==> src/rtl/pwr_chain_pkg.sv <==
package pwr_chain_pkg;

  typedef enum logic [2:0] {
    ST_OFF  = 3'd0,
    ST_POR  = 3'd1,
    ST_REF  = 3'd2,
    ST_REG  = 3'd3,
    ST_SRAM = 3'd4,
    ST_PSW  = 3'd5,
    ST_OSC  = 3'd6,
    ST_RUN  = 3'd7
  } stage_e;

  localparam logic [2:0] SM_PDOWN = 3'b010;
  localparam logic [2:0] SM_PSAVE = 3'b011;

  // Width of an index that can address either a bank or a power switch.
  function automatic int idx_width(input int banks, input int switches);
    int w;
    w = (banks > switches) ? $clog2(banks) : $clog2(switches);
    return (w < 1) ? 1 : w;
  endfunction

  // Only the two deepest sleep modes may cut the chain.
  function automatic logic mode_may_cut(input logic [2:0] mode);
    return (mode == SM_PDOWN) || (mode == SM_PSAVE);
  endfunction

  // A stage is in progress in every state but off and running.
  function automatic logic stage_busy(input stage_e s);
    return (s != ST_OFF) && (s != ST_RUN);
  endfunction

endpackage

==> src/rtl/pwr_stage_timer.sv <==
module pwr_stage_timer #(
  parameter int CNT_W = 16
) (
  input  logic             clk,
  input  logic             rst_n,
  input  logic             restart,
  input  logic [CNT_W-1:0] len,
  output logic             done
);
  localparam logic [CNT_W-1:0] ONE = 1;

  logic [CNT_W-1:0] elapsed;
  logic [CNT_W-1:0] last;

  // A zero length behaves as a single cycle.
  assign last = (len == '0) ? '0 : (len - ONE);
  assign done = (elapsed == last);

  always_ff @(posedge clk or negedge rst_n) begin
    if (!rst_n)       elapsed <= '0;
    else if (restart) elapsed <= '0;
    else              elapsed <= elapsed + ONE;
  end
endmodule

==> src/rtl/pwr_bank_picker.sv <==
module pwr_bank_picker #(
  parameter int NUM_BANKS = 4,
  parameter int IDX_W     = 2
) (
  input  logic [NUM_BANKS-1:0] deselect,
  input  logic [IDX_W-1:0]     from_idx,
  input  logic                 from_start,
  output logic                 found,
  output logic [IDX_W-1:0]     pick_idx
);
  logic [NUM_BANKS-1:0] cand;

  for (genvar i = 0; i < NUM_BANKS; i++) begin : g_cand
    if (i == 0) begin : g_first
      assign cand[i] = !deselect[i] && from_start;
    end else begin : g_rest
      assign cand[i] = !deselect[i] && (from_start || (from_idx < IDX_W'(i)));
    end
  end

  // Lowest candidate wins; scan downward so the last hit is the lowest.
  always_comb begin
    found    = 1'b0;
    pick_idx = '0;
    for (int i = NUM_BANKS - 1; i >= 0; i--) begin
      if (cand[i]) begin
        found    = 1'b1;
        pick_idx = IDX_W'(i);
      end
    end
  end
endmodule

==> src/rtl/pwr_sleep_gate.sv <==
module pwr_sleep_gate (
  input  logic       in_run,
  input  logic       sleep_en,
  input  logic [2:0] sleep_mode,
  input  logic       radio_off,
  input  logic       radio_sleep,
  output logic       cut_ok
);
  import pwr_chain_pkg::*;

  logic radio_quiet;
  assign radio_quiet = radio_off || radio_sleep;
  assign cut_ok      = in_run && sleep_en && mode_may_cut(sleep_mode) && radio_quiet;
endmodule

==> src/rtl/pwr_domain_enables.sv <==
module pwr_domain_enables #(
  parameter int NUM_BANKS = 4,
  parameter int NUM_PSW   = 3,
  parameter int IDX_W     = 2,
  parameter int RADIO_SW  = 0
) (
  input  logic                  clk,
  input  logic                  rst_n,
  input  logic                  enter,
  input  pwr_chain_pkg::stage_e enter_stage,
  input  logic [IDX_W-1:0]      enter_idx,
  input  logic                  radio_off,
  input  logic                  cut,
  output logic                  ref_en,
  output logic                  reg_en,
  output logic [NUM_BANKS-1:0]  sram_en,
  output logic [NUM_PSW-1:0]    psw_en,
  output logic                  osc_en
);
  import pwr_chain_pkg::*;

  logic [NUM_BANKS-1:0] sram_set;
  logic [NUM_PSW-1:0]   psw_set;

  for (genvar i = 0; i < NUM_BANKS; i++) begin : g_bank
    assign sram_set[i] = enter && (enter_stage == ST_SRAM) && (enter_idx == IDX_W'(i));
  end

  for (genvar j = 0; j < NUM_PSW; j++) begin : g_psw
    if (j == RADIO_SW) begin : g_radio
      assign psw_set[j] = enter && (enter_stage == ST_PSW) && (enter_idx == IDX_W'(j)) && !radio_off;
    end else begin : g_plain
      assign psw_set[j] = enter && (enter_stage == ST_PSW) && (enter_idx == IDX_W'(j));
    end
  end

  always_ff @(posedge clk or negedge rst_n) begin
    if (!rst_n) begin
      ref_en  <= 1'b0;
      reg_en  <= 1'b0;
      sram_en <= '0;
      psw_en  <= '0;
      osc_en  <= 1'b0;
    end else if (cut) begin
      ref_en  <= 1'b0;
      reg_en  <= 1'b0;
      sram_en <= '0;
      psw_en  <= '0;
      osc_en  <= 1'b0;
    end else begin
      if (enter && (enter_stage == ST_REF)) ref_en <= 1'b1;
      if (enter && (enter_stage == ST_REG)) reg_en <= 1'b1;
      if (enter && (enter_stage == ST_OSC)) osc_en <= 1'b1;
      sram_en <= sram_en | sram_set;
      psw_en  <= psw_en | psw_set;
    end
  end
endmodule

==> src/rtl/pwr_chain_seq.sv <==
module pwr_chain_seq #(
  parameter int NUM_BANKS = 4,
  parameter int NUM_PSW   = 3,
  parameter int CNT_W     = 16,
  parameter int RADIO_SW  = 0,
  localparam int IDX_W    = pwr_chain_pkg::idx_width(NUM_BANKS, NUM_PSW)
) (
  input  logic                 clk,
  input  logic                 rst_n,
  input  logic                 wake_req,
  input  logic                 sleep_en,
  input  logic [2:0]           sleep_mode,
  input  logic [NUM_BANKS-1:0] sram_off,
  input  logic                 radio_off,
  input  logic                 radio_sleep,
  input  logic [CNT_W-1:0]     t_por,
  input  logic [CNT_W-1:0]     t_ref,
  input  logic [CNT_W-1:0]     t_reg,
  input  logic [CNT_W-1:0]     t_sram,
  input  logic [CNT_W-1:0]     t_psw,
  input  logic [CNT_W-1:0]     t_osc,
  output logic                 ref_en,
  output logic                 reg_en,
  output logic [NUM_BANKS-1:0] sram_sw_en,
  output logic [NUM_PSW-1:0]   psw_en,
  output logic                 osc_en,
  output logic                 rst_release,
  output logic                 busy,
  output logic [2:0]           stage,
  output logic [IDX_W-1:0]     stage_idx
);
  import pwr_chain_pkg::*;

  localparam logic [IDX_W-1:0] PSW_LAST = IDX_W'(NUM_PSW - 1);
  localparam logic [IDX_W-1:0] IDX_ONE  = 1;

  stage_e           st_q, st_d;
  logic [IDX_W-1:0] idx_q, idx_d;
  logic [CNT_W-1:0] cur_len;
  logic             stage_done;
  logic             adv;
  logic             cut;
  logic             cut_ok;
  logic             in_run;
  logic             bank_found;
  logic [IDX_W-1:0] bank_idx;

  assign in_run = (st_q == ST_RUN);
  assign cut    = in_run && cut_ok;

  // Length of the stage now being timed.
  always_comb begin
    case (st_q)
      ST_POR:  cur_len = t_por;
      ST_REF:  cur_len = t_ref;
      ST_REG:  cur_len = t_reg;
      ST_SRAM: cur_len = t_sram;
      ST_PSW:  cur_len = t_psw;
      ST_OSC:  cur_len = t_osc;
      default: cur_len = '0;
    endcase
  end

  pwr_stage_timer #(.CNT_W(CNT_W)) u_timer (
    .clk     (clk),
    .rst_n   (rst_n),
    .restart (adv || !stage_busy(st_q)),
    .len     (cur_len),
    .done    (stage_done)
  );

  pwr_bank_picker #(.NUM_BANKS(NUM_BANKS), .IDX_W(IDX_W)) u_picker (
    .deselect   (sram_off),
    .from_idx   (idx_q),
    .from_start (st_q == ST_REG),
    .found      (bank_found),
    .pick_idx   (bank_idx)
  );

  pwr_sleep_gate u_gate (
    .in_run      (in_run),
    .sleep_en    (sleep_en),
    .sleep_mode  (sleep_mode),
    .radio_off   (radio_off),
    .radio_sleep (radio_sleep),
    .cut_ok      (cut_ok)
  );

  // Next stage.
  always_comb begin
    st_d  = st_q;
    idx_d = idx_q;
    adv   = 1'b0;
    case (st_q)
      ST_OFF: begin
        if (wake_req) begin
          st_d  = ST_REF;
          idx_d = '0;
          adv   = 1'b1;
        end
      end
      ST_RUN: begin
        if (cut_ok) begin
          st_d  = ST_OFF;
          idx_d = '0;
        end
      end
      default: begin
        if (stage_done) begin
          adv = 1'b1;
          case (st_q)
            ST_POR: begin st_d = ST_REF; idx_d = '0; end
            ST_REF: begin st_d = ST_REG; idx_d = '0; end
            ST_REG, ST_SRAM: begin
              if (bank_found) begin
                st_d  = ST_SRAM;
                idx_d = bank_idx;
              end else begin
                st_d  = ST_PSW;
                idx_d = '0;
              end
            end
            ST_PSW: begin
              if (idx_q == PSW_LAST) begin
                st_d  = ST_OSC;
                idx_d = '0;
              end else begin
                idx_d = idx_q + IDX_ONE;
              end
            end
            default: begin st_d = ST_RUN; idx_d = '0; end
          endcase
        end
      end
    endcase
  end

  always_ff @(posedge clk or negedge rst_n) begin
    if (!rst_n) begin
      st_q  <= ST_POR;
      idx_q <= '0;
    end else begin
      st_q  <= st_d;
      idx_q <= idx_d;
    end
  end

  pwr_domain_enables #(
    .NUM_BANKS (NUM_BANKS),
    .NUM_PSW   (NUM_PSW),
    .IDX_W     (IDX_W),
    .RADIO_SW  (RADIO_SW)
  ) u_enables (
    .clk         (clk),
    .rst_n       (rst_n),
    .enter       (adv),
    .enter_stage (st_d),
    .enter_idx   (idx_d),
    .radio_off   (radio_off),
    .cut         (cut),
    .ref_en      (ref_en),
    .reg_en      (reg_en),
    .sram_en     (sram_sw_en),
    .psw_en      (psw_en),
    .osc_en      (osc_en)
  );

  assign rst_release = in_run;
  assign busy        = stage_busy(st_q);
  assign stage       = st_q;
  assign stage_idx   = idx_q;
endmodule

==> config.mk <==
export PLATFORM = sky130hd
export DESIGN_NAME = pwr_chain_seq
export DESIGN_NICKNAME = d
export VERILOG_FILES = /design/src/rtl/pwr_chain_pkg.sv /design/src/rtl/pwr_stage_timer.sv /design/src/rtl/pwr_bank_picker.sv /design/src/rtl/pwr_sleep_gate.sv /design/src/rtl/pwr_domain_enables.sv /design/src/rtl/pwr_chain_seq.sv
export SDC_FILE = /design/constraint.sdc
export NUM_CORES = 1
export LEC_CHECK = 0
export ABC_AREA = 0
export CORE_ASPECT_RATIO = 2
export CORE_UTILIZATION = 55
export DETAILED_ROUTE_END_ITERATION = 12
export DONT_BUFFER_PORTS = 1
export GPL_ROUTABILITY_DRIVEN = 1
export PLACE_DENSITY = 0.8
export SKIP_LAST_GASP = 1
export SYNTH_ARGS = -nofsm -noshare
export SYNTH_HDL_FRONTEND = slang
export SYNTH_SLANG_ARGS = --single-unit
export TNS_END_PERCENT = 10
==> constraint.sdc <==
create_clock -name clk -period 4.1 [get_ports clk]
set_input_delay 0.41 -clock clk [delete_from_list [all_inputs] [get_ports clk]]
set_output_delay 0.41 -clock clk [all_outputs]
set_load 0.05 [all_outputs]
==> results_dict.tcl <==
set metrics [dict create \
    postSynthCellCount 465 \
    synth_async_sr_flop_share_pct 100 \
    detailedRoute.firstIterationViolations 320 \
    synth-edff-count 0 \
    run_status "finished with violations" \
    finalSetupViolations 31 \
    timing.setup.tns_ns -4.02 \
    synth_top_area_share_pct 20.1 \
    detail_route.wl_per_cell_um 22.0 \
    synth.net_count 576 \
    cpMaxStageDelayCell "dfstp_2" \
    worst_r2r_path_depth 17 \
    first_pass_iters 6 \
    critPathRequiredTime_ns 4.29 \
    num-nets-final 678 \
    std_cell_rows 42 \
    layout_min_cycle_time_ns 4.36 \
    worst_path_largest_cell_delay_ns 0.64 \
    setup.reg_to_reg.worst_slack_ns -0.26 \
    drv.max_cap_violation_count 0 \
    pwr_density_cell_nw_per_um2 273 \
    gpl.final_weighted_congestion 1.01 \
    grt-ovfl-total 0 \
    critPathLaunch "stage[0]" \
    critical_path.reg2reg.startpoint "stage[0]" \
    finalWorstSetupSlack_ns -0.261 \
    core_area_um2 6570 \
    crit_path_cell_trace "buf_8 > mux2_4 > a222oi_1 > buf_4 > buf_6 > nand3_4 > nor4_4 > buf_4 > mux2i_2 > nand4_1 > a22oi_2 > nand4_4 > buf_4 > o41ai_2 > a21boi_2 > inv_2 > o31ai_1" \
    worstReg2RegEnd "u_enables.sram_en[2]" \
    total_via_count_after_detailed_routing 4430 \
    post_drt_via_cell_ratio 6.75 \
    yosysTopAreaCell "dfrtp_1" \
    grt_overall_usage_pct 41.6 \
    insertion_delay_ns 0.28 \
    mappedNetlistArea_um2 3740 \
    ys.warnings.count 0 \
    setup.worst_path.class "register to register" \
    stdcell_area_um2 5200 \
    finalMaxSlewViolations 0 \
    layout.core_utilization_pct 79.2 \
    fmaxAchievable_mhz 229 \
    hold_start "wake_req" \
    power.static_leakage_nw 2.17 \
    die-width_um 60.3 \
    cts_tree "built" \
    synth.lib_cells_used.distinct 77 \
    io_buffer_count 0 \
    synth_common_cells "nand2_1 (48), nor2_1 (45), dfrtp_1 (30), mux2i_1 (30), nand3_1 (26)" \
    family_with_the_most_delay_on_the_worst_path "compound AO/OA/AOI/OAI gates" \
    worst_skew_ns 0.00575 \
    cts-buffers-inserted 5 \
    synthTopCellsByArea "dfrtp_1 (20%), mux2i_1 (8.0%), mux4_2 (4.8%)" \
    via_count_of_the_first_global_routing_pass 4515 \
    slew_headroom_pct 58.5 \
    cp_common_cell "buf_4" \
    synth_flop_cell "dfrtp_1" \
    syn_area_per_cell_um2 8.05 \
    ir_drop_mv 0.302 \
    grt_first_pass_wirelength_um 22200 \
    number_of_buffers_on_the_longest_clock_path 2 \
    dieArea_um2 7160 \
    crit_cells 17 \
    antenna_found_initial 0 \
    final.period_utilization_pct 106 \
    cts_htree_levels 2 \
    detailed_place.area_um2 4500 \
    initial_utilization_pct 57.0 \
    worstHoldPathCells 3 \
    finalHoldViolations 0 \
    violations "negative setup slack" \
    detail_route.drc_violations 0 \
    post-place-cells 617 \
    dp_hpwl_um 10900 \
    maximum_number_of_pins_on_one_net_before_global_route_repair 32 \
    design_power_total_mw 1.42 \
    yosys.cell_count.top_type "nand2_1" \
    tightest_hold_check_type "input port to register" \
    setup.worst_path.end_class "register" \
    cts.root.buffer_cell "clkbuf_16" \
    worst-slew-pin-transition_ns 0.623 \
    chipHeight_um 119 \
    fin_cells 656 \
    area_growth_pct 39.0 \
    share_of_final_layout_standard_cells_stronger_than_drive_strength_1_pct 36.1 \
    startpoint_type "register" \
    critical_path.n_buffers_inverters 6 \
    io-pin-count 126 \
    antenna_cells 0 \
    final_worst_hold_slack_ns 0.484 \
    grt_setup_unrepaired "true" \
    worst_hold_endpoint "stage[1]" \
    ys_seq_area_share_pct 20.8 \
    worst-endpoint-arrival_ns 4.55 \
    worst_path_maximum_fanout 6 \
    post-place-ws_ns -0.474 \
    numClockSinks 31 \
    final_antenna_net_count 0 \
    synth_seq_cells 31 \
    cts.reportedPaths.clkPinSlew_ns 0.06 \
    totalWireLength_um 14400 \
]
==> worst max-delay path by stage <==
stage,to
after floorplan,u_enables.osc_en
after global placement,u_enables.ref_en
after detailed placement,u_enables.ref_en
after CTS,u_enables.osc_en
after global routing,u_enables.ref_en
final,u_enables.sram_en[2]
==> state kept, by name, indices dropped and copies added (netlist names) <==
register and cells:
stage 3, u_timer.elapsed 16, stage_idx 2, u_enables.reg_en 1, u_enables.osc_en 1, u_enables.sram_en 4
u_enables.ref_en 1, u_enables.psw_en 3
==> placed cells by master (no fill, tap or decap), drive strengths merged, types with 5 or more instances in the layout <==
cell type and instances:
nor3 10, dfrtp 30, nor2 45, o41ai 5, o31ai 8, nand2b 12, o21a 5, nand4 7
and3 11, mux4 8, nor2b 8, a21oi 14, o21ai 17, xor2 9, and2 9, xnor2 11
or2 5, mux2i 30, clkbuf 6, nand3 28, mux2 8, nor4 12, nand2 48, inv 12
buf 123, or3 6
==> cell type report <==
type                       instances  area (um^2)
clock buffer                       6          139
clock inverter                     2         35.0
fill                             439         1370
inverter                          12         45.0
multi-input combinational        393         3050
sequential                        31          779
tap                               88          110
timing repair buffer             124         1040
==> cells by family (layout without fill, tap and decap cells) <==
group | count (synthesis) | count (layout) | synth area share (%)
flops | 31 | 31 | 20.8
buf+inv | 41 | 144 | 4.91
mux | 46 | 46 | 15.2
fa+ha+maj | 2 | 2 | 0.669
simple gates | 225 | 225 | 32.9
compound gates | 100 | 100 | 20.8
xor+xnor | 20 | 20 | 4.68
==> layer usage <==
metal	vias to the layer above	GRT usage, %	wire (um)
met2	298	70.2	7490
met1	2066	43.6	4720
met5	-	0	0
li1	1955	-	-
met3	111	7.22	974
met4	0	29.7	1230
==> where the power goes <==
group	internal, mW	switching [mW]	leakage, nW
Sequential	0.331	0.0568	0.411
Combinational	0.283	0.308	1.67
Clock	0.302	0.138	0.0868
==> worst register-to-register path, stage by stage (launching register included) <==
cell and delay [ns]:
dfstp_2 0.64, buf_8 0.13, mux2_4 0.28, a222oi_1 0.39
buf_4 0.21, buf_6 0.11, nand3_4 0.12, nor4_4 0.29
buf_4 0.19, mux2i_2 0.24, nand4_1 0.18, a22oi_2 0.28
nand4_4 0.18, buf_4 0.18, o41ai_2 0.32, a21boi_2 0.28
inv_2 0.05, o31ai_1 0.21
==> timing repair <==
action,CTS,global route
hold buffers,2,0
pin swaps,13,12
setup buffers,16,14
endpoints found under the setup margin,31,31
gates resized for setup,44,14
endpoints found under the hold margin,31,0
No activity file was read; power rests on OpenSTA's default activity.
